File: config.mk
export PLATFORM = sky130hd
export DESIGN_NAME = dcache_dbg_top
export DESIGN_NICKNAME = d
export VERILOG_FILES = /design/src/rtl/dcache_pkg.sv /design/src/rtl/dcache_dbg_regs.sv /design/src/rtl/dcache_tag_store.sv /design/src/rtl/dcache_data_store.sv /design/src/rtl/dcache_ctrl.sv /design/src/rtl/dcache_dbg_top.sv
export SDC_FILE = /design/constraint.sdc
export NUM_CORES = 1
export LEC_CHECK = 0
export BUFFER_PORTS_ARGS = -buffer_cell sky130_fd_sc_hd__buf_2
export CAP_MARGIN = 30
export CORE_MARGIN = 2
export CORE_UTILIZATION = 32
export CTS_CLUSTER_SIZE = 24
export DETAILED_ROUTE_END_ITERATION = 10
export GPL_TIMING_DRIVEN = 0
export PLACE_DENSITY = 0.52
export SYNTH_ARGS = -nofsm -noshare
export SYNTH_HDL_FRONTEND = slang
export SYNTH_SLANG_ARGS = --single-unit
File: constraint.sdc
create_clock -name clk -period 10 [get_ports clk]
set_clock_uncertainty 0.15 [all_clocks]
set_input_delay 0.5 -clock clk [delete_from_list [all_inputs] [get_ports clk]]
set_output_delay 0.5 -clock clk [all_outputs]
set_load 0.01 [all_outputs]
File: src/rtl/dcache_pkg.sv
package dcache_pkg;
  typedef enum logic [3:0] {
    ST_IDLE, ST_LOOKUP, ST_WB, ST_FILL_REQ, ST_FILL_WAIT,
    ST_BYP_REQ, ST_BYP_WAIT, ST_WT, ST_RESP, ST_INV
  } dc_state_t;

  localparam int CTL_NOFILL  = 0;
  localparam int CTL_NOEVICT = 1;

  typedef struct packed {
    logic dbg;
    logic nofill;
    logic noevict;
  } dc_mode_t;
endpackage

File: src/rtl/dcache_dbg_regs.sv
module dcache_dbg_regs (
  input  logic       clk,
  input  logic       rst_n,
  input  logic       wr_en,
  input  logic [1:0] wdata,
  output logic [1:0] ctrl
);
  always_ff @(posedge clk or negedge rst_n) begin
    if (!rst_n)     ctrl <= '0;
    else if (wr_en) ctrl <= wdata;
  end
endmodule

File: src/rtl/dcache_tag_store.sv
module dcache_tag_store #(
  parameter int LINES = 4,
  parameter int TAG_W = 6,
  localparam int IDX_W = $clog2(LINES)
) (
  input  logic             clk,
  input  logic             rst_n,
  input  logic [IDX_W-1:0] rd_idx,
  output logic             rd_valid,
  output logic             rd_dirty,
  output logic [TAG_W-1:0] rd_tag,
  input  logic             wr_en,
  input  logic [IDX_W-1:0] wr_idx,
  input  logic             wr_valid,
  input  logic             wr_dirty,
  input  logic [TAG_W-1:0] wr_tag
);
  logic [LINES-1:0] valid_q;
  logic [LINES-1:0] dirty_q;
  logic [TAG_W-1:0] tag_q [LINES];

  always_ff @(posedge clk or negedge rst_n) begin
    if (!rst_n) begin
      valid_q <= '0;
      dirty_q <= '0;
    end else if (wr_en) begin
      valid_q[wr_idx] <= wr_valid;
      dirty_q[wr_idx] <= wr_dirty;
    end
  end

  always_ff @(posedge clk) begin
    if (wr_en) tag_q[wr_idx] <= wr_tag;
  end

  assign rd_valid = valid_q[rd_idx];
  assign rd_dirty = dirty_q[rd_idx];
  assign rd_tag   = tag_q[rd_idx];
endmodule

File: src/rtl/dcache_data_store.sv
module dcache_data_store #(
  parameter int LINES  = 4,
  parameter int WORDS  = 4,
  parameter int DATA_W = 32,
  localparam int IDX_W = $clog2(LINES),
  localparam int OFF_W = $clog2(WORDS),
  localparam int DEPTH = LINES * WORDS
) (
  input  logic              clk,
  input  logic [IDX_W-1:0]  rd_idx,
  input  logic [OFF_W-1:0]  rd_off,
  output logic [DATA_W-1:0] rd_data,
  input  logic              wr_en,
  input  logic [IDX_W-1:0]  wr_idx,
  input  logic [OFF_W-1:0]  wr_off,
  input  logic [DATA_W-1:0] wr_data
);
  logic [DATA_W-1:0] word_q [DEPTH];

  always_ff @(posedge clk) begin
    if (wr_en) word_q[{wr_idx, wr_off}] <= wr_data;
  end

  assign rd_data = word_q[{rd_idx, rd_off}];
endmodule

File: src/rtl/dcache_ctrl.sv
module dcache_ctrl
  import dcache_pkg::*;
#(
  parameter int ADDR_W = 10,
  parameter int DATA_W = 32,
  parameter int LINES  = 4,
  parameter int WORDS  = 4,
  localparam int IDX_W = $clog2(LINES),
  localparam int OFF_W = $clog2(WORDS),
  localparam int TAG_W = ADDR_W - IDX_W - OFF_W
) (
  input  logic              clk,
  input  logic              rst_n,
  input  logic              debug_state,
  input  logic [1:0]        ctrl_bits,
  input  logic              inv_req,
  input  logic              core_req_valid,
  output logic              core_req_ready,
  input  logic              core_req_write,
  input  logic [ADDR_W-1:0] core_req_addr,
  input  logic [DATA_W-1:0] core_req_wdata,
  output logic              core_rsp_valid,
  input  logic              core_rsp_ready,
  output logic [DATA_W-1:0] core_rsp_rdata,
  output logic              mem_req_valid,
  input  logic              mem_req_ready,
  output logic              mem_req_write,
  output logic [ADDR_W-1:0] mem_req_addr,
  output logic [DATA_W-1:0] mem_req_wdata,
  input  logic              mem_rsp_valid,
  input  logic [DATA_W-1:0] mem_rsp_rdata,
  output logic [IDX_W-1:0]  tag_rd_idx,
  input  logic              tag_rd_valid,
  input  logic              tag_rd_dirty,
  input  logic [TAG_W-1:0]  tag_rd_tag,
  output logic              tag_wr_en,
  output logic [IDX_W-1:0]  tag_wr_idx,
  output logic              tag_wr_valid,
  output logic              tag_wr_dirty,
  output logic [TAG_W-1:0]  tag_wr_tag,
  output logic [IDX_W-1:0]  dat_rd_idx,
  output logic [OFF_W-1:0]  dat_rd_off,
  input  logic [DATA_W-1:0] dat_rd_data,
  output logic              dat_wr_en,
  output logic [IDX_W-1:0]  dat_wr_idx,
  output logic [OFF_W-1:0]  dat_wr_off,
  output logic [DATA_W-1:0] dat_wr_data,
  output dc_mode_t          cur_mode,
  output logic              inv_active
);
  localparam logic [OFF_W-1:0] LAST_OFF = OFF_W'(WORDS - 1);
  localparam logic [IDX_W-1:0] LAST_IDX = IDX_W'(LINES - 1);

  dc_state_t         state_q;
  logic              wr_q;
  logic [ADDR_W-1:0] addr_q;
  logic [DATA_W-1:0] wdata_q;
  logic [DATA_W-1:0] rdata_q;
  dc_mode_t          mode_q;
  logic [OFF_W-1:0]  cnt_q;
  logic [IDX_W-1:0]  inv_q;

  logic [OFF_W-1:0] a_off;
  logic [IDX_W-1:0] a_idx;
  logic [TAG_W-1:0] a_tag;
  logic             hit, may_alloc, fill_beat;

  assign a_off = addr_q[OFF_W-1:0];
  assign a_idx = addr_q[OFF_W +: IDX_W];
  assign a_tag = addr_q[ADDR_W-1 -: TAG_W];

  assign hit       = tag_rd_valid && (tag_rd_tag == a_tag);
  assign may_alloc = !mode_q.nofill && !(mode_q.noevict && tag_rd_valid);
  assign fill_beat = (state_q == ST_FILL_WAIT) && mem_rsp_valid;

  assign cur_mode   = mode_q;
  assign inv_active = (state_q == ST_INV);

  // Core side
  assign core_req_ready = (state_q == ST_IDLE) && !inv_req;
  assign core_rsp_valid = (state_q == ST_RESP);
  assign core_rsp_rdata = rdata_q;

  // Memory side
  always_comb begin
    mem_req_valid = 1'b0;
    mem_req_write = 1'b0;
    mem_req_addr  = addr_q;
    mem_req_wdata = wdata_q;
    unique case (state_q)
      ST_WB: begin
        mem_req_valid = 1'b1;
        mem_req_write = 1'b1;
        mem_req_addr  = {tag_rd_tag, a_idx, cnt_q};
        mem_req_wdata = dat_rd_data;
      end
      ST_FILL_REQ: begin
        mem_req_valid = 1'b1;
        mem_req_addr  = {a_tag, a_idx, cnt_q};
      end
      ST_BYP_REQ: mem_req_valid = 1'b1;
      ST_WT: begin
        mem_req_valid = 1'b1;
        mem_req_write = 1'b1;
      end
      default: ;
    endcase
  end

  // Array access
  assign tag_rd_idx = a_idx;
  assign dat_rd_idx = a_idx;
  assign dat_rd_off = (state_q == ST_WB) ? cnt_q : a_off;

  always_comb begin
    tag_wr_en    = 1'b0;
    tag_wr_idx   = a_idx;
    tag_wr_valid = 1'b1;
    tag_wr_dirty = 1'b0;
    tag_wr_tag   = a_tag;
    if (state_q == ST_INV) begin
      tag_wr_en    = 1'b1;
      tag_wr_idx   = inv_q;
      tag_wr_valid = 1'b0;
      tag_wr_tag   = '0;
    end else if (state_q == ST_LOOKUP && hit && wr_q && !mode_q.dbg) begin
      tag_wr_en    = 1'b1;
      tag_wr_dirty = 1'b1;
    end else if (fill_beat && cnt_q == LAST_OFF) begin
      tag_wr_en    = 1'b1;
    end
  end

  always_comb begin
    dat_wr_en   = 1'b0;
    dat_wr_idx  = a_idx;
    dat_wr_off  = a_off;
    dat_wr_data = wdata_q;
    if (state_q == ST_LOOKUP && hit && wr_q) begin
      dat_wr_en = 1'b1;
    end else if (fill_beat) begin
      dat_wr_en   = 1'b1;
      dat_wr_off  = cnt_q;
      dat_wr_data = mem_rsp_rdata;
    end
  end

  // Sequencing
  always_ff @(posedge clk or negedge rst_n) begin
    if (!rst_n) begin
      state_q <= ST_IDLE;
      wr_q    <= 1'b0;
      addr_q  <= '0;
      wdata_q <= '0;
      rdata_q <= '0;
      mode_q  <= '0;
      cnt_q   <= '0;
      inv_q   <= '0;
    end else begin
      unique case (state_q)
        ST_IDLE: begin
          if (inv_req) begin
            state_q <= ST_INV;
            inv_q   <= '0;
          end else if (core_req_valid) begin
            state_q        <= ST_LOOKUP;
            wr_q           <= core_req_write;
            addr_q         <= core_req_addr;
            wdata_q        <= core_req_wdata;
            mode_q.dbg     <= debug_state;
            mode_q.nofill  <= debug_state && ctrl_bits[CTL_NOFILL];
            mode_q.noevict <= debug_state && ctrl_bits[CTL_NOEVICT];
          end
        end
        ST_LOOKUP: begin
          cnt_q <= '0;
          if (hit) begin
            if (!wr_q) rdata_q <= dat_rd_data;
            state_q <= (wr_q && mode_q.dbg) ? ST_WT : ST_RESP;
          end else if (may_alloc) begin
            state_q <= (tag_rd_valid && tag_rd_dirty) ? ST_WB : ST_FILL_REQ;
          end else begin
            state_q <= wr_q ? ST_WT : ST_BYP_REQ;
          end
        end
        ST_WB: if (mem_req_ready) begin
          cnt_q <= cnt_q + 1'b1;
          if (cnt_q == LAST_OFF) state_q <= ST_FILL_REQ;
        end
        ST_FILL_REQ: if (mem_req_ready) state_q <= ST_FILL_WAIT;
        ST_FILL_WAIT: if (mem_rsp_valid) begin
          cnt_q   <= cnt_q + 1'b1;
          state_q <= (cnt_q == LAST_OFF) ? ST_LOOKUP : ST_FILL_REQ;
        end
        ST_BYP_REQ: if (mem_req_ready) state_q <= ST_BYP_WAIT;
        ST_BYP_WAIT: if (mem_rsp_valid) begin
          rdata_q <= mem_rsp_rdata;
          state_q <= ST_RESP;
        end
        ST_WT: if (mem_req_ready) state_q <= ST_RESP;
        ST_RESP: if (core_rsp_ready) state_q <= ST_IDLE;
        ST_INV: begin
          inv_q <= inv_q + 1'b1;
          if (inv_q == LAST_IDX) state_q <= ST_IDLE;
        end
        default: state_q <= ST_IDLE;
      endcase
    end
  end
endmodule

File: src/rtl/dcache_dbg_top.sv
module dcache_dbg_top
  import dcache_pkg::*;
#(
  parameter int ADDR_W = 10,
  parameter int DATA_W = 32,
  parameter int LINES  = 4,
  parameter int WORDS  = 4,
  localparam int IDX_W = $clog2(LINES),
  localparam int OFF_W = $clog2(WORDS),
  localparam int TAG_W = ADDR_W - IDX_W - OFF_W
) (
  input  logic              clk,
  input  logic              rst_n,
  input  logic              debug_state,
  input  logic              core_req_valid,
  output logic              core_req_ready,
  input  logic              core_req_write,
  input  logic [ADDR_W-1:0] core_req_addr,
  input  logic [DATA_W-1:0] core_req_wdata,
  output logic              core_rsp_valid,
  input  logic              core_rsp_ready,
  output logic [DATA_W-1:0] core_rsp_rdata,
  output logic              mem_req_valid,
  input  logic              mem_req_ready,
  output logic              mem_req_write,
  output logic [ADDR_W-1:0] mem_req_addr,
  output logic [DATA_W-1:0] mem_req_wdata,
  input  logic              mem_rsp_valid,
  input  logic [DATA_W-1:0] mem_rsp_rdata,
  input  logic              reg_wr_en,
  input  logic [1:0]        reg_wdata,
  output logic [1:0]        reg_rdata,
  input  logic              inv_req
);
  logic [1:0]        ctrl_bits;
  logic [IDX_W-1:0]  tag_rd_idx, tag_wr_idx, dat_rd_idx, dat_wr_idx;
  logic              tag_rd_valid, tag_rd_dirty;
  logic [TAG_W-1:0]  tag_rd_tag, tag_wr_tag;
  logic              tag_wr_en, tag_wr_valid, tag_wr_dirty;
  logic [OFF_W-1:0]  dat_rd_off, dat_wr_off;
  logic [DATA_W-1:0] dat_rd_data, dat_wr_data;
  logic              dat_wr_en;
  dc_mode_t          cur_mode;
  logic              inv_active;

  assign reg_rdata = ctrl_bits;

  dcache_dbg_regs u_regs (
    .clk(clk), .rst_n(rst_n), .wr_en(reg_wr_en), .wdata(reg_wdata), .ctrl(ctrl_bits)
  );

  dcache_tag_store #(.LINES(LINES), .TAG_W(TAG_W)) u_tags (
    .clk(clk), .rst_n(rst_n),
    .rd_idx(tag_rd_idx), .rd_valid(tag_rd_valid), .rd_dirty(tag_rd_dirty), .rd_tag(tag_rd_tag),
    .wr_en(tag_wr_en), .wr_idx(tag_wr_idx), .wr_valid(tag_wr_valid),
    .wr_dirty(tag_wr_dirty), .wr_tag(tag_wr_tag)
  );

  dcache_data_store #(.LINES(LINES), .WORDS(WORDS), .DATA_W(DATA_W)) u_data (
    .clk(clk),
    .rd_idx(dat_rd_idx), .rd_off(dat_rd_off), .rd_data(dat_rd_data),
    .wr_en(dat_wr_en), .wr_idx(dat_wr_idx), .wr_off(dat_wr_off), .wr_data(dat_wr_data)
  );

  dcache_ctrl #(.ADDR_W(ADDR_W), .DATA_W(DATA_W), .LINES(LINES), .WORDS(WORDS)) u_ctrl (
    .clk(clk), .rst_n(rst_n), .debug_state(debug_state), .ctrl_bits(ctrl_bits),
    .inv_req(inv_req),
    .core_req_valid(core_req_valid), .core_req_ready(core_req_ready),
    .core_req_write(core_req_write), .core_req_addr(core_req_addr),
    .core_req_wdata(core_req_wdata),
    .core_rsp_valid(core_rsp_valid), .core_rsp_ready(core_rsp_ready),
    .core_rsp_rdata(core_rsp_rdata),
    .mem_req_valid(mem_req_valid), .mem_req_ready(mem_req_ready),
    .mem_req_write(mem_req_write), .mem_req_addr(mem_req_addr),
    .mem_req_wdata(mem_req_wdata),
    .mem_rsp_valid(mem_rsp_valid), .mem_rsp_rdata(mem_rsp_rdata),
    .tag_rd_idx(tag_rd_idx), .tag_rd_valid(tag_rd_valid), .tag_rd_dirty(tag_rd_dirty),
    .tag_rd_tag(tag_rd_tag),
    .tag_wr_en(tag_wr_en), .tag_wr_idx(tag_wr_idx), .tag_wr_valid(tag_wr_valid),
    .tag_wr_dirty(tag_wr_dirty), .tag_wr_tag(tag_wr_tag),
    .dat_rd_idx(dat_rd_idx), .dat_rd_off(dat_rd_off), .dat_rd_data(dat_rd_data),
    .dat_wr_en(dat_wr_en), .dat_wr_idx(dat_wr_idx), .dat_wr_off(dat_wr_off),
    .dat_wr_data(dat_wr_data),
    .cur_mode(cur_mode), .inv_active(inv_active)
  );
endmodule

# After elaboration in Yosys (flattened, before gate mapping)
# Memories as Yosys holds them, arrays and structs flattened.
# Cells that the tools add are included.
# classes
eq_ne,25
n_lt_le_gt_ge,3
n_bitwise,1
div,0
n_mul,0
mux,58
shifts,0
reduce_logical,29
n_addsub,2
# ops
operator,n
32-bit 2-to-1 mux,6
32-bit case mux with 2 select lines,1
4-bit 2-to-1 mux,14
4-bit case mux with 10 select lines,1
10-bit case mux with 2 select lines,1
1-bit 2-to-1 mux,18
2-bit 2-to-1 mux,9
2-bit inequality test (second input constant),9
4-bit by 3-bit == test with 1-bit output (second input constant),4
1-bit logical AND,14
10-bit AND reduction,1
4-bit bitwise mux,2
4-bit by 2-bit == test with 1-bit output (second input constant),2
4-bit == test (second input constant),2
6-bit == test,1
2-bit by 3-bit < comparator with 1-bit output (second input constant),2
6-bit 2-to-1 mux,1
2-bit by 1-bit inequality test with 1-bit output (second input constant),3
2-bit case mux with 3 select lines,1
3-bit AND reduction,2
2-bit by 1-bit adder with 2-bit output (second input constant),2
1-bit binary-select mux with 2-bit select,2
2-bit == test (second input constant),2
4-bit by 1-bit == test with 1-bit output (second input constant),1
13 further kinds,17
# totals
ram_bits,536
rom_bits,0
elab_cells,133
memories,2
reg_bits,96
inputBits,86
latchBits,0
# mem_list
memory,words,width,rd,rd_clocked_by_memory_dff,write_ports,line_no,rtl
u_data.word_q,16,32,1,0,1,dcache_data_store.sv:18,logic [DATA_W-1:0] word_q [DEPTH];
u_tags.tag_q,4,6,1,0,1,dcache_tag_store.sv:20,logic [TAG_W-1:0] tag_q [LINES];

# Depth between registers and ports, before layout
# Gate-level depths: netlist of run 1.
# logic_depth
word_depth,10
ltp_mapped,10
mapped_depth_nobuf,7

# Cells and area by module
# From an unflattened synthesis of run 1, not the netlist that was laid out.
# hier_totals
cells_unflattened,1289
area_unflattened_um2,25602.1
# by_module_without_submodules
mod,instances,cells_per_inst,area_per_inst_um2,seq_area_each_um2
dcache_data_store,1,806,19194.7,15374.7
dcache_ctrl,1,423,5079.9,2152.1
dcache_tag_store,1,56,1255.0,920.9
dcache_dbg_regs,1,4,72.6,50.0

# Least setup slack after synthesis of run 1
# OpenSTA, ideal clock, no wires.
# synth_path
path_kind,reg2reg
startpoint,register u_ctrl.addr_q[2]
endpoint,memory u_data.word_q[10][0] (enable)
setup_ns,0.461
path_stages_with_launch,9
arrival_ns,4.239
path_slack_ns,5.150
n_path_buf,2
t_required_ns,9.389
cell_sequence,dfrtp_1 buf_6 mux4_2 xnor2_1 nand4_1 nor2_1 a31oi_1 clkbuf_1 nor3_1
# synth_via
elab_chain_len,8
word_cells_on_any_way,11
cone_classes,1 x eq/ne; 6 x mux; 3 x reduce/logical; 1 x memory
# synth_lines
item,line_no,rtl
start: declaration,dcache_ctrl.sv:56,logic [ADDR_W-1:0] addr_q;
start signal: assignment,dcache_ctrl.sv:168,addr_q <= core_req_addr;
memory read 4 x 6 bit or 1-bit binary-select mux with 2-bit select (tied branches),-,
6-bit == test or 1-bit 2-to-1 mux (tied branches),"dcache_ctrl.sv:72, dcache_tag_store.sv:36",
1-bit logical AND,dcache_ctrl.sv:72,assign hit = tag_rd_valid && (tag_rd_tag == a_tag);
1-bit logical AND (2 in series),dcache_ctrl.sv:139,if (state_q == ST_LOOKUP && hit && wr_q) begin
1-bit 2-to-1 mux,dcache_ctrl.sv:139,
1-bit 2-to-1 mux,dcache_data_store.sv:21,"if (wr_en) word_q[{wr_idx, wr_off}] <= wr_data;"
1-bit 2-to-1 mux (not written as such),dcache_data_store.sv:21,
end: declaration,dcache_data_store.sv:18,
# Several ways; a longest one is shown, not always the timed one. The select of a mux whose other input is x is not followed.

# Worst setup path in the final report of run 1
# layout_path
startpoint,register u_ctrl.state_q[0]
endpoint,output mem_req_wdata[11]
# layout_via
elab_chain_len,4
# layout_lines
item,line_no,rtl
start: declaration,dcache_ctrl.sv:54,dc_state_t state_q;
start signal: assignment,dcache_ctrl.sv:179,state_q <= (wr_q && mode_q.dbg) ? ST_WT : ST_RESP;
start signal: assignment,dcache_ctrl.sv:181,state_q <= (tag_rd_valid && tag_rd_dirty) ? ST_WB : ST_FILL_REQ;
start signal: assignment,dcache_ctrl.sv:183,state_q <= wr_q ? ST_WT : ST_BYP_REQ;
4-bit by 2-bit == test with 1-bit output *,"dcache_ctrl.sv:90, dcache_ctrl.sv:113",
2-bit 2-to-1 mux,dcache_ctrl.sv:113,assign dat_rd_off = (state_q == ST_WB) ? cnt_q : a_off;
memory read 16 x 32 bit,-,
32-bit 2-to-1 mux *,dcache_ctrl.sv:90,unique case (state_q)
end: declaration,dcache_dbg_top.sv:27,"output logic [DATA_W-1:0] mem_req_wdata,"
# Mark *: on every way between the ends. The rest lies on a longest branch, timed or not.

==> impl_metrics.py, run 1 <==
metrics = {
    "power": {
        "power.total_mw": 9.62,
        "internal-power_mw": 6.29,
        "seq_power_share_pct": 37.2,
        "p_per_area_nw_per_um2": 306,
        "combPwrFrac_pct": 37.0,
        "leakage_nw": 11.1,
        "peakVddDrop_v": 0.000121,
        "power_switching_share_pct": 34.6,
        "clkPwrFrac_pct": 25.8,
        "p_sw_mw": 3.33,
    },
    "critical_path": {
        "regToRegStartpoint": "u_ctrl.addr_q[3]$_DFFE_PN0P_",
        "crit_arrival_ns": 4.42,
        "crit_path_end_kind": "primary output",
        "reg2regPathDepth": 10,
        "crit_type": "reg -> out",
        "worstSetupStartpointType": "flip-flop",
        "r2r-end": "u_data.word_q[10][15]$_DFFE_PP_",
        "ff2ff_setup_slack_ns": 5.56,
        "cp_max_fo": 10,
        "cp.required_ns": 9.35,
    },
    "finish": {
        "fillers": 7200,
        "fin_cells": 2871,
        "final_common_cell": "edfxtp_1",
        "syn_to_final_growth_pct": 22.4,
        "layout_common_cells": "536 x edfxtp_1, 177 x nand2_1, 176 x buf_2",
        "final_area_um2": 31500,
        "finalCoreUtilization_pct": 39.7,
        "final_layout_size_suffix_gt1_share_pct": 32.7,
        "fin_nets": 1853,
        "diodes": 0,
    },
    "placed_design": {
        "gp_routability_congestion": 0.761,
        "io_buffers": 165,
        "place_ws_ns": 5.51,
        "dp_hpwl_um": 48600,
        "post-place-cells": 2693,
        "placed_area_um2": 28800,
    },
    "routing": {
        "drt_wl_total_um": 70900,
        "drtAntennaViolNets": 0,
        "dr.first_iter.drc_count": 1277,
        "drt-vias-per-instance": 5.10,
        "dr.pass1.iters": 7,
        "wl_per_cell_um": 24.7,
        "drt_drc_violations_left": 0,
        "num_vias": 14600,
    },
    "sta": {
        "setup_viol": 0,
        "max_slew_margin_pct": 35.9,
        "fin_ws_ns": 4.93,
        "max_freq_ghz": 0.197,
        "min_period_over_period_pct": 50.7,
        "holdWs_ns": 0.0393,
        "tightest_slew_ns": 0.961,
        "finalHoldViolCount": 0,
        "fin_crit_ns": 5.07,
        "setup_tns_ns": 0,
        "slew_violations": 0,
        "rsz0062_at_grt": "no",
    },
    "yosys": {
        "synthMuxAreaShare_pct": 16.1,
        "synth_top_family_by_area": "multiplexers",
        "synthCells": 1411,
        "ys_seq_elements": 632,
        "yosys_warnings": 0,
        "synthArstFlopShare_pct": 15.2,
        "synth-adder-area-share_pct": 0.0973,
        "synthXorXnorAreaFrac_pct": 0.238,
        "synth-simple-area-share_pct": 5.01,
        "ys_types": 50,
        "ys_seq_area_share_pct": 71.9,
        "synth_top_area_share_pct": 62.6,
        "syn_nets": 1499,
        "syn_avg_cell_area_um2": 18.2,
        "synth_top_area_cell": "edfxtp_1",
        "synth_compound_area_share_pct": 4.55,
        "synth_edf_count": 536,
        "ys.flop_type": "edfxtp_1",
        "synth_area_leaders": "edfxtp_1 63%, mux4_2 9.9%, dfrtp_1 9.3%",
        "syn_area_um2": 25700,
    },
    "clock_tree": {
        "cts.sinks": 632,
        "clk_path_buf_depth": 3,
        "clkLatencyLatePin_ns": 0.61,
        "cts_setup_buffers": 0,
        "cts_tree": "yes",
        "cts_buffers": 70,
        "clk_pin_slew_ns": 0.06,
        "cts-root-buf": "clkbuf_16",
        "cts_max_level": 3,
    },
    "floorplan": {
        "die_w_um": 288,
        "io_pins": 166,
        "fp.coreArea_um2": 79300,
        "fp-row-count": 103,
        "initial_utilization_pct": 32.5,
        "die_y_um": 288,
        "die-area_um2": 82700,
    },
    "grt": {
        "grt_overflow": 0,
        "grt_pass1_vias": 15200,
        "grt_max_degree": 55,
        "grt_usage_pct": 17.2,
        "antenna_found_initial": 0,
        "grt_pass1_wl_um": 103000,
    },
    "worst_hold_path": {
        "min_path_type": "in -> reg",
        "holdPathEnd": "u_ctrl.cur_mode[2]$_DFFE_PN0P_",
        "hp-start": "debug_state",
        "whs_path_depth": 2,
    },
    "flow_run": {
        "maxCapViolCount": 0,
    },
    "outcome": {
        "status": "completed",
    },
}
## worst max-delay path, cell delays in order, from the launching register on
cell and delay, ns:
dfrtp_1 0.37, buf_6 0.14, or4b_4 0.53, buf_6 0.15, mux2i_1 0.23, buf_2 0.41
buf_2 0.45, mux4_1 0.61, a22oi_1 0.28, nand2_1 0.18, mux2_2 0.30, buf_2 0.14
## final cells by class
type / count / area [µm²] / area share [%]
plain buffers: 93 / 510 / 1.62
clock buffers: 93 / 1920 / 6.10
clock inverters: 35 / 289 / 0.918
inverters: 6 / 22.5 / 0.0715
multi-input cells: 680 / 6780 / 21.6
flip-flops and latches: 632 / 18500 / 58.8
well taps: 1050 / 1310 / 4.17
repair buffers: 282 / 2140 / 6.81
## kinds of logic (layout without fill, tap and decap cells)
kind of cell | after synthesis | count (layout)
muxes | 225 | 225
AOI/OAI and AO/OA | 154 | 154
and+or+nand+nor | 292 | 292
adders and majority gates | 2 | 2
xor gates and xnor gates | 7 | 7
buffers and inverters | 99 | 509
DFF | 632 | 632
## worst max-delay path by stage
stage                                          end  slack [ns]                     startpoint
floorplan           u_data.word_q[10][0]$_DFFE_PP_        5.15   u_ctrl.addr_q[2]$_DFFE_PN0P_
global placement    u_data.word_q[8][19]$_DFFE_PP_        1.41   u_ctrl.addr_q[3]$_DFFE_PN0P_
detailed placement                mem_req_wdata[8]        5.51  u_ctrl.state_q[0]$_DFFE_PN0P_
CTS                               mem_req_wdata[8]        4.82  u_ctrl.state_q[0]$_DFFE_PN0P_
global route                     mem_req_wdata[20]        4.72  u_ctrl.state_q[0]$_DFFE_PN0P_
finish                           mem_req_wdata[11]        4.93  u_ctrl.state_q[0]$_DFFE_PN0P_
## cell usage after synthesis (3+ instances only)
cell type,count
and3_1,3
mux2i_1,3
nor3b_1,3
nand2_1,177
and2_1,10
o22ai_1,4
nor4_1,3
clkbuf_1,53
a221o_1,34
nand2b_1,5
dfrtp_1,96
edfxtp_1,536
buf_2,12
buf_6,12
o21ai_0,14
inv_1,6
nor2b_1,4
a22oi_1,65
mux4_2,113
buf_4,15
xnor2_1,6
nand3_1,4
mux4_1,23
nor2_1,18
a21oi_1,15
nor3_1,53
mux2_2,85
a21boi_0,3
a31oi_1,6
## flip-flops by register name, summed over array words and instances, names as in the netlist, 3 cells and up
name,flops
u_tags.tag_q,24
u_ctrl.addr_q,10
u_data.word_q,512
u_tags.dirty_q,4
u_ctrl.cur_mode,3
u_ctrl.core_rsp_rdata,32
u_tags.valid_q,4
u_ctrl.state_q,4
u_ctrl.wdata_q,32
## power groups by stage
| stage | Clock [mW] | Sequential [mW] | Combinational (mW) |
|---|---|---|---|
| floorplan | 0 | 3.61 | 2.30 |
| global placement | 0 | 3.63 | 3.51 |
| detailed placement | 0 | 3.63 | 3.61 |
| CTS | 2.54 | 3.58 | 3.63 |
| global route | 2.64 | 3.61 | 3.86 |
| finish | 2.48 | 3.58 | 3.56 |
## metal layers
metal  track usage, %  vias up  routed length [µm]
met2             29.7      417               35900
met3             2.85       89                3610
li1                 -     6417                   -
met1             22.4     7707               29800
met5                0        -                   0
met4             4.77        0                1550
## what timing repair did
item	CTS	global route
endpoints found under the hold margin	98	0
hold buffers	48	0
resized for setup	0	0
Power figures use the tool's default switching activity.
==> run 2, diff against run 1 <==
Settings changed: PLACE_DENSITY 0.52 to 0.53.
Clock period 10 ns to 4.48 ns, I/O delays scaled along.
==> run 2 against run 1 <==
  * Sequential share of layout area down 0.69 points
  * Hold slack better by 0.046 ns
  * Highest routed layer unchanged
  * Utilization up 0.47 points
  * First-iteration DRC count up 13%
  * Critical path depth unchanged
  * Largest cell class unchanged
  * Global-route usage up 0.12 points
==> impl_metrics.py, run 2 (synthesis gave the netlist of run 1 again) <==
metrics = {
    "floorplan": {
        "fp.coreArea_um2": 79300,
        "die-area_um2": 82700,
        "initial_utilization_pct": 32.5,
        "io_pins": 166,
        "die_w_um": 288,
        "fp-row-count": 103,
        "die_y_um": 288,
    },
    "sta": {
        "max_freq_ghz": 0.225,
        "slew_violations": 0,
        "setup_tns_ns": 0,
        "rsz0062_at_grt": "yes",
        "max_slew_margin_pct": 27.2,
        "finalHoldViolCount": 0,
        "tightest_slew_ns": 1.09,
        "fin_crit_ns": 4.44,
        "setup_viol": 0,
        "min_period_over_period_pct": 99.1,
    },
    "power": {
        "leakage_nw": 11.2,
        "p_sw_mw": 7.47,
        "combPwrFrac_pct": 37.9,
        "seq_power_share_pct": 37.1,
        "peakVddDrop_v": 0.000334,
        "p_per_area_nw_per_um2": 678,
        "clkPwrFrac_pct": 25.0,
        "internal-power_mw": 14.1,
        "power_switching_share_pct": 34.6,
    },
    "grt": {
        "antenna_found_initial": 0,
        "grt_max_degree": 51,
        "grt_overflow": 0,
        "grt_pass1_vias": 15400,
        "grt_usage_pct": 17.3,
        "grt_pass1_wl_um": 104000,
    },
    "routing": {
        "dr.first_iter.drc_count": 1442,
        "wl_per_cell_um": 24.7,
        "drt-vias-per-instance": 5.16,
        "dr.pass1.iters": 7,
        "drtAntennaViolNets": 0,
        "drt_wl_total_um": 71600,
        "drt_drc_violations_left": 0,
        "num_vias": 15000,
    },
    "clock_tree": {
        "cts-root-buf": "clkbuf_16",
        "cts_setup_buffers": 0,
        "clk_pin_slew_ns": 0.06,
        "cts.sinks": 632,
        "cts_tree": "yes",
        "cts_max_level": 3,
        "clkLatencyLatePin_ns": 0.60,
        "clk_path_buf_depth": 3,
        "cts_buffers": 69,
    },
    "critical_path": {
        "crit_arrival_ns": 4.07,
        "crit_type": "reg -> out",
        "cp_max_fo": 10,
        "cp.required_ns": 4.11,
        "crit_path_end_kind": "primary output",
        "worstSetupStartpointType": "flip-flop",
    },
    "worst_hold_path": {
        "min_path_type": "in -> async",
    },
    "placed_design": {
        "io_buffers": 165,
        "placed_area_um2": 28800,
        "gp_routability_congestion": 0.763,
        "dp_hpwl_um": 48600,
    },
    "finish": {
        "final_common_cell": "edfxtp_1",
        "fillers": 7123,
        "largest-register": "u_data.word_q",
        "finalCoreUtilization_pct": 40.2,
        "diodes": 0,
        "final_area_um2": 31900,
        "largest_reg_flops": 512,
        "fin_nets": 1891,
        "syn_to_final_growth_pct": 23.8,
        "final_layout_size_suffix_gt1_share_pct": 32.4,
        "layout_common_cells": "536 x edfxtp_1, 174 x nand2_1, 171 x buf_2",
    },
    "outcome": {
        "status": "completed",
    },
    "flow_run": {
        "maxCapViolCount": 0,
    },
}
run 2: cell count changes in the layout (fill, tap and decap cells not counted), moves of 3 or more:
cell | previous run | this run
a22oi_1 | 65 | 62
a22oi_2 | 0 | 3
buf_2 | 176 | 171
buf_6 | 63 | 79
buf_8 | 14 | 9
clkbuf_1 | 69 | 73
clkinv_8 | 4 | 0
clkinvlp_4 | 4 | 1
dlygate4sd3_1 | 48 | 83
nand2_1 | 177 | 174
nand2_2 | 0 | 3
nor3_2 | 17 | 14
nor3_4 | 0 | 3
run 2: final cells by class:
class                           instances  area (µm²)  share of cell area (%)
Sequential cell                       632       18500                    58.1
Buffer                                 93         577                    1.81
Clock buffer                           98        1930                    6.05
Timing Repair Buffer                  321        2490                    7.83
Inverter                                6        22.5                  0.0707
Clock inverter                         25         173                   0.542
Tap cell                             1050        1310                    4.12
Multi-Input combinational cell        680        6850                    21.5
run 2: timing repair:
| action | in CTS | in global routing |
|---|---|---|
| hold endpoints to repair | 132 | 0 |
| gates cloned | 1 | 0 |
| resized for setup | 21 | 15 |
| setup endpoints to repair | 39 | 110 |
| hold buffers | 83 | 0 |
| pin swaps | 0 | 0 |
run 2: worst paths after layout:
| path | start | end | slack (ns) | depth (start not counted) |
|---|---|---|---|---|
| setup / recovery | u_ctrl.state_q[0]$_DFFE_PN0P_ | mem_req_wdata[28] | 0.04 | 11 |
| hold / removal | rst_n | u_ctrl.cur_mode[1]$_DFFE_PN0P_ | 0.09 | 2 |
| setup reg to reg | u_ctrl.addr_q[3]$_DFFE_PN0P_ | u_data.word_q[11][21]$_DFFE_PP_ | 0.24 | 10 |
| hold reg to reg | u_ctrl.cur_mode[0]$_DFFE_PN0P_ | u_ctrl.cur_mode[0]$_DFFE_PN0P_ | 0.33 | 2 |
| max in group asynchronous | rst_n | u_ctrl.wdata_q[11]$_DFFE_PN0P_ | 3.32 | 3 |
| min in group clk | mem_req_ready | u_ctrl.state_q[1]$_DFFE_PN0P_ | 0.09 | 6 |
run 2: power by group through the flow:
stage / clock [mW] / combinational (mW) / sequential (mW)
2_1_floorplan: 0 / 5.12 / 8.05
6_report: 5.39 / 8.18 / 8.01
3_3_place_gp: 0 / 7.83 / 8.10
3_5_place_dp: 0 / 8.05 / 8.11
5_1_grt: 5.73 / 8.81 / 8.07
4_1_cts: 5.51 / 8.25 / 8.00
run 2: worst max-delay path, cell delays in order, from the launching register on:
cell and delay [ns]:
dfrtp_1 0.37, buf_6 0.14, or4b_4 0.53, buf_6 0.16, mux2i_4 0.29, buf_6 0.22
buf_6 0.22, mux4_2 0.55, a22oi_1 0.31, nand2_1 0.17, mux2_2 0.34, buf_2 0.16
run 2: metrics by stage:
stage | hold slack, ns | std cells | worst slack (ns) | power [mW]
floorplan | -0.222 | 1411 | -0.370 | 13.2
global route | 0.120 | 2905 | -0.0585 | 22.6
finish | 0.0852 | 2905 | 0.0383 | 21.6
global placement | 0.304 | 2626 | -4.12 | 15.9
CTS | 0.0597 | 2902 | 0.0207 | 21.8
detailed placement | 0.178 | 2695 | 0.0231 | 16.2
run 2: metal layers:
metal | routed length, µm | share of wire, % | vias to the layer above | GRT usage, %
met1 | 30100 | 42 | 7853 | 23.3
li1 | - | - | 6482 | -
met4 | 1430 | 2.0 | 0 | 4.74
met5 | 0 | 0 | - | 0
met3 | 4750 | 6.6 | 86 | 3.42
met2 | 35300 | 49 | 581 | 28.7
==> run 3, diff against run 2 <==
--- a/constraint.sdc
+++ b/constraint.sdc
@@ -4,2 +4,2 @@
 set_output_delay 0.224 -clock clk [all_outputs]
-set_load 0.01 [all_outputs]
+set_load 0.02 [all_outputs]
==> run 3 against run 2 <==
  * Sequential power about the same
  * Count of clock-buffer cells in the layout stayed put
  * Flip-flop and latch count unchanged
  * Worst setup slack lost 0.029 ns
  * Critical path depth did not move
  * Sequential share of layout area is the same
  * Non-clock buffer count unchanged
  * Critical endpoint unchanged
==> impl_metrics.py, run 3 (synthesis gave the netlist of run 1 again) <==
metrics = {
    "outcome": {
        "status": "completed",
    },
    "grt": {
        "grt_overflow": 0,
        "grt_pass1_wl_um": 104000,
        "grt_usage_pct": 17.3,
        "grt_pass1_vias": 15400,
        "antenna_found_initial": 0,
        "grt_max_degree": 51,
    },
    "finish": {
        "fillers": 7124,
        "largest-register": "u_data.word_q",
        "largest_reg_flops": 512,
        "finalCoreUtilization_pct": 40.2,
        "diodes": 0,
        "fin_nets": 1891,
        "multi_input_area_um2": 6850,
        "syn_to_final_growth_pct": 23.8,
        "seq_area_um2": 18500,
        "layout_common_cells": "536 x edfxtp_1, 174 x nand2_1, 171 x buf_2",
        "final_common_cell": "edfxtp_1",
        "final_layout_size_suffix_gt1_share_pct": 32.4,
    },
    "clock_tree": {
        "cts_max_level": 3,
        "clk_path_buf_depth": 3,
        "cts_setup_buffers": 0,
        "clk_pin_slew_ns": 0.06,
        "cts-root-buf": "clkbuf_16",
        "clkLatencyLatePin_ns": 0.60,
        "cts.sinks": 632,
        "cts_tree": "yes",
        "cts_buffers": 69,
    },
    "power": {
        "peakVddDrop_v": 0.000335,
        "power.total_mw": 21.9,
        "leakage_nw": 11.2,
        "p_per_area_nw_per_um2": 689,
    },
    "routing": {
        "dr.pass1.iters": 5,
        "dr.first_iter.drc_count": 1428,
        "wl_per_cell_um": 24.7,
        "drt-vias-per-instance": 5.18,
        "drt_drc_violations_left": 0,
        "drt_wl_total_um": 71700,
        "num_vias": 15100,
        "drtAntennaViolNets": 0,
    },
    "placed_design": {
        "dp_hpwl_um": 48600,
        "gp_routability_congestion": 0.763,
        "io_buffers": 165,
    },
    "sta": {
        "fin_crit_ns": 4.47,
        "min_period_over_period_pct": 99.8,
        "rsz0062_at_grt": "yes",
        "setup_viol": 0,
        "max_slew_margin_pct": 27.1,
        "max_freq_ghz": 0.224,
        "slew_violations": 0,
        "finalHoldViolCount": 0,
        "tightest_slew_ns": 1.09,
    },
    "floorplan": {
        "die_w_um": 288,
        "fp-row-count": 103,
        "initial_utilization_pct": 32.5,
        "io_pins": 166,
        "die-area_um2": 82700,
        "die_y_um": 288,
        "fp.coreArea_um2": 79300,
    },
    "critical_path": {
        "critPathTopFamily": "multiplexers",
        "slowest_delay_ns": 0.55,
        "regToRegStartpoint": "u_ctrl.addr_q[3]$_DFFE_PN0P_",
        "critPathMostFrequentCell": "buf_6",
        "path_buf_inv": 5,
        "crit_arrival_ns": 4.10,
        "crit_chain": "buf_6, or4b_4, buf_6, mux2i_4, buf_6, buf_6, mux4_2, a22oi_1, nand2_1, mux2_2, buf_2",
        "cp_slowest_cell": "mux4_2",
        "reg2regPathDepth": 10,
        "cp_max_fo": 10,
        "cp.required_ns": 4.11,
        "r2r-end": "u_data.word_q[11][21]$_DFFE_PP_",
        "worstSetupStartpointType": "flip-flop",
        "ff2ff_setup_slack_ns": 0.24,
        "crit_path_end_kind": "primary output",
        "crit_type": "reg -> out",
    },
    "worst_hold_path": {
        "min_path_type": "in -> async",
    },
    "flow_run": {
        "maxCapViolCount": 0,
    },
}
run 3: repair_timing:
action,CTS,global route
hold buffers,83,0
cloned,1,0
gates resized for setup,22,12
setup endpoints to repair,39,111
hold endpoints to repair,132,0
run 3: per-stage QoR:
step | area (µm²) | worst slack (ns) | TNS, ns | cells | hold slack [ns]
floorplan | 25700 | -0.370 | -140.58 | 1411 | -0.222
detailed placement | 28800 | 0.0231 | 0 | 2695 | 0.178
global route | 31900 | -0.0773 | -0.392 | 2905 | 0.120
global placement | 27900 | -4.12 | -1947.24 | 2626 | 0.304
finish | 31900 | 0.00964 | 0 | 2905 | 0.0894
CTS | 31800 | 0.00513 | 0 | 2902 | 0.0597
run 3: power by group:
part	switching, mW	internal (mW)
Clock	2.29	3.11
Combinational	5.18	3.35
Sequential	0.341	7.66
Total	7.81	14.1
run 3: worst max-delay path by stage:
stage / startpoint / slack, ns / endpoint / cells after the start
2_1_floorplan: u_ctrl.addr_q[2]$_DFFE_PN0P_ / -0.37 / u_data.word_q[10][0]$_DFFE_PP_ / 8
3_3_place_gp: u_ctrl.addr_q[3]$_DFFE_PN0P_ / -4.12 / u_data.word_q[8][18]$_DFFE_PP_ / 8
3_5_place_dp: u_ctrl.addr_q[3]$_DFFE_PN0P_ / 0.02 / u_data.word_q[8][16]$_DFFE_PP_ / 10
4_1_cts: u_ctrl.state_q[0]$_DFFE_PN0P_ / 0.005 / mem_req_wdata[7] / 11
5_1_grt: u_ctrl.state_q[0]$_DFFE_PN0P_ / -0.08 / mem_req_wdata[28] / 11
6_report: u_ctrl.state_q[0]$_DFFE_PN0P_ / 0.01 / mem_req_wdata[28] / 11
run 3: layout make-up:
cell class | count | share of cell area (%)
flip-flops and latches | 632 | 58.1
plain buffers | 93 | 1.81
clock inverters | 25 | 0.542
well taps | 1050 | 4.12
inverters | 6 | 0.0707
multi-input cells | 680 | 21.5
clock buffers | 98 | 6.05
repair buffers | 321 | 7.83
run 3: per-layer routing:
| layer | GRT usage, % | part of all wire [%] | vias to the layer above |
|---|---|---|---|
| met5 | 0 | 0 | - |
| li1 | - | - | 6485 |
| met2 | 28.7 | 49 | 549 |
| met3 | 3.42 | 6.6 | 87 |
| met1 | 23.3 | 42 | 7934 |
| met4 | 4.74 | 2.0 | 0 |
run 3: worst reg2reg max path: cells and delay by family (launching register included):
family          cells  cell delay (ns)
simple gates        3             1.16
buf+inv             4             1.36
mux                 1             0.42
xor+xnor            1             0.18
flops               1             0.35
compound gates      1             0.30
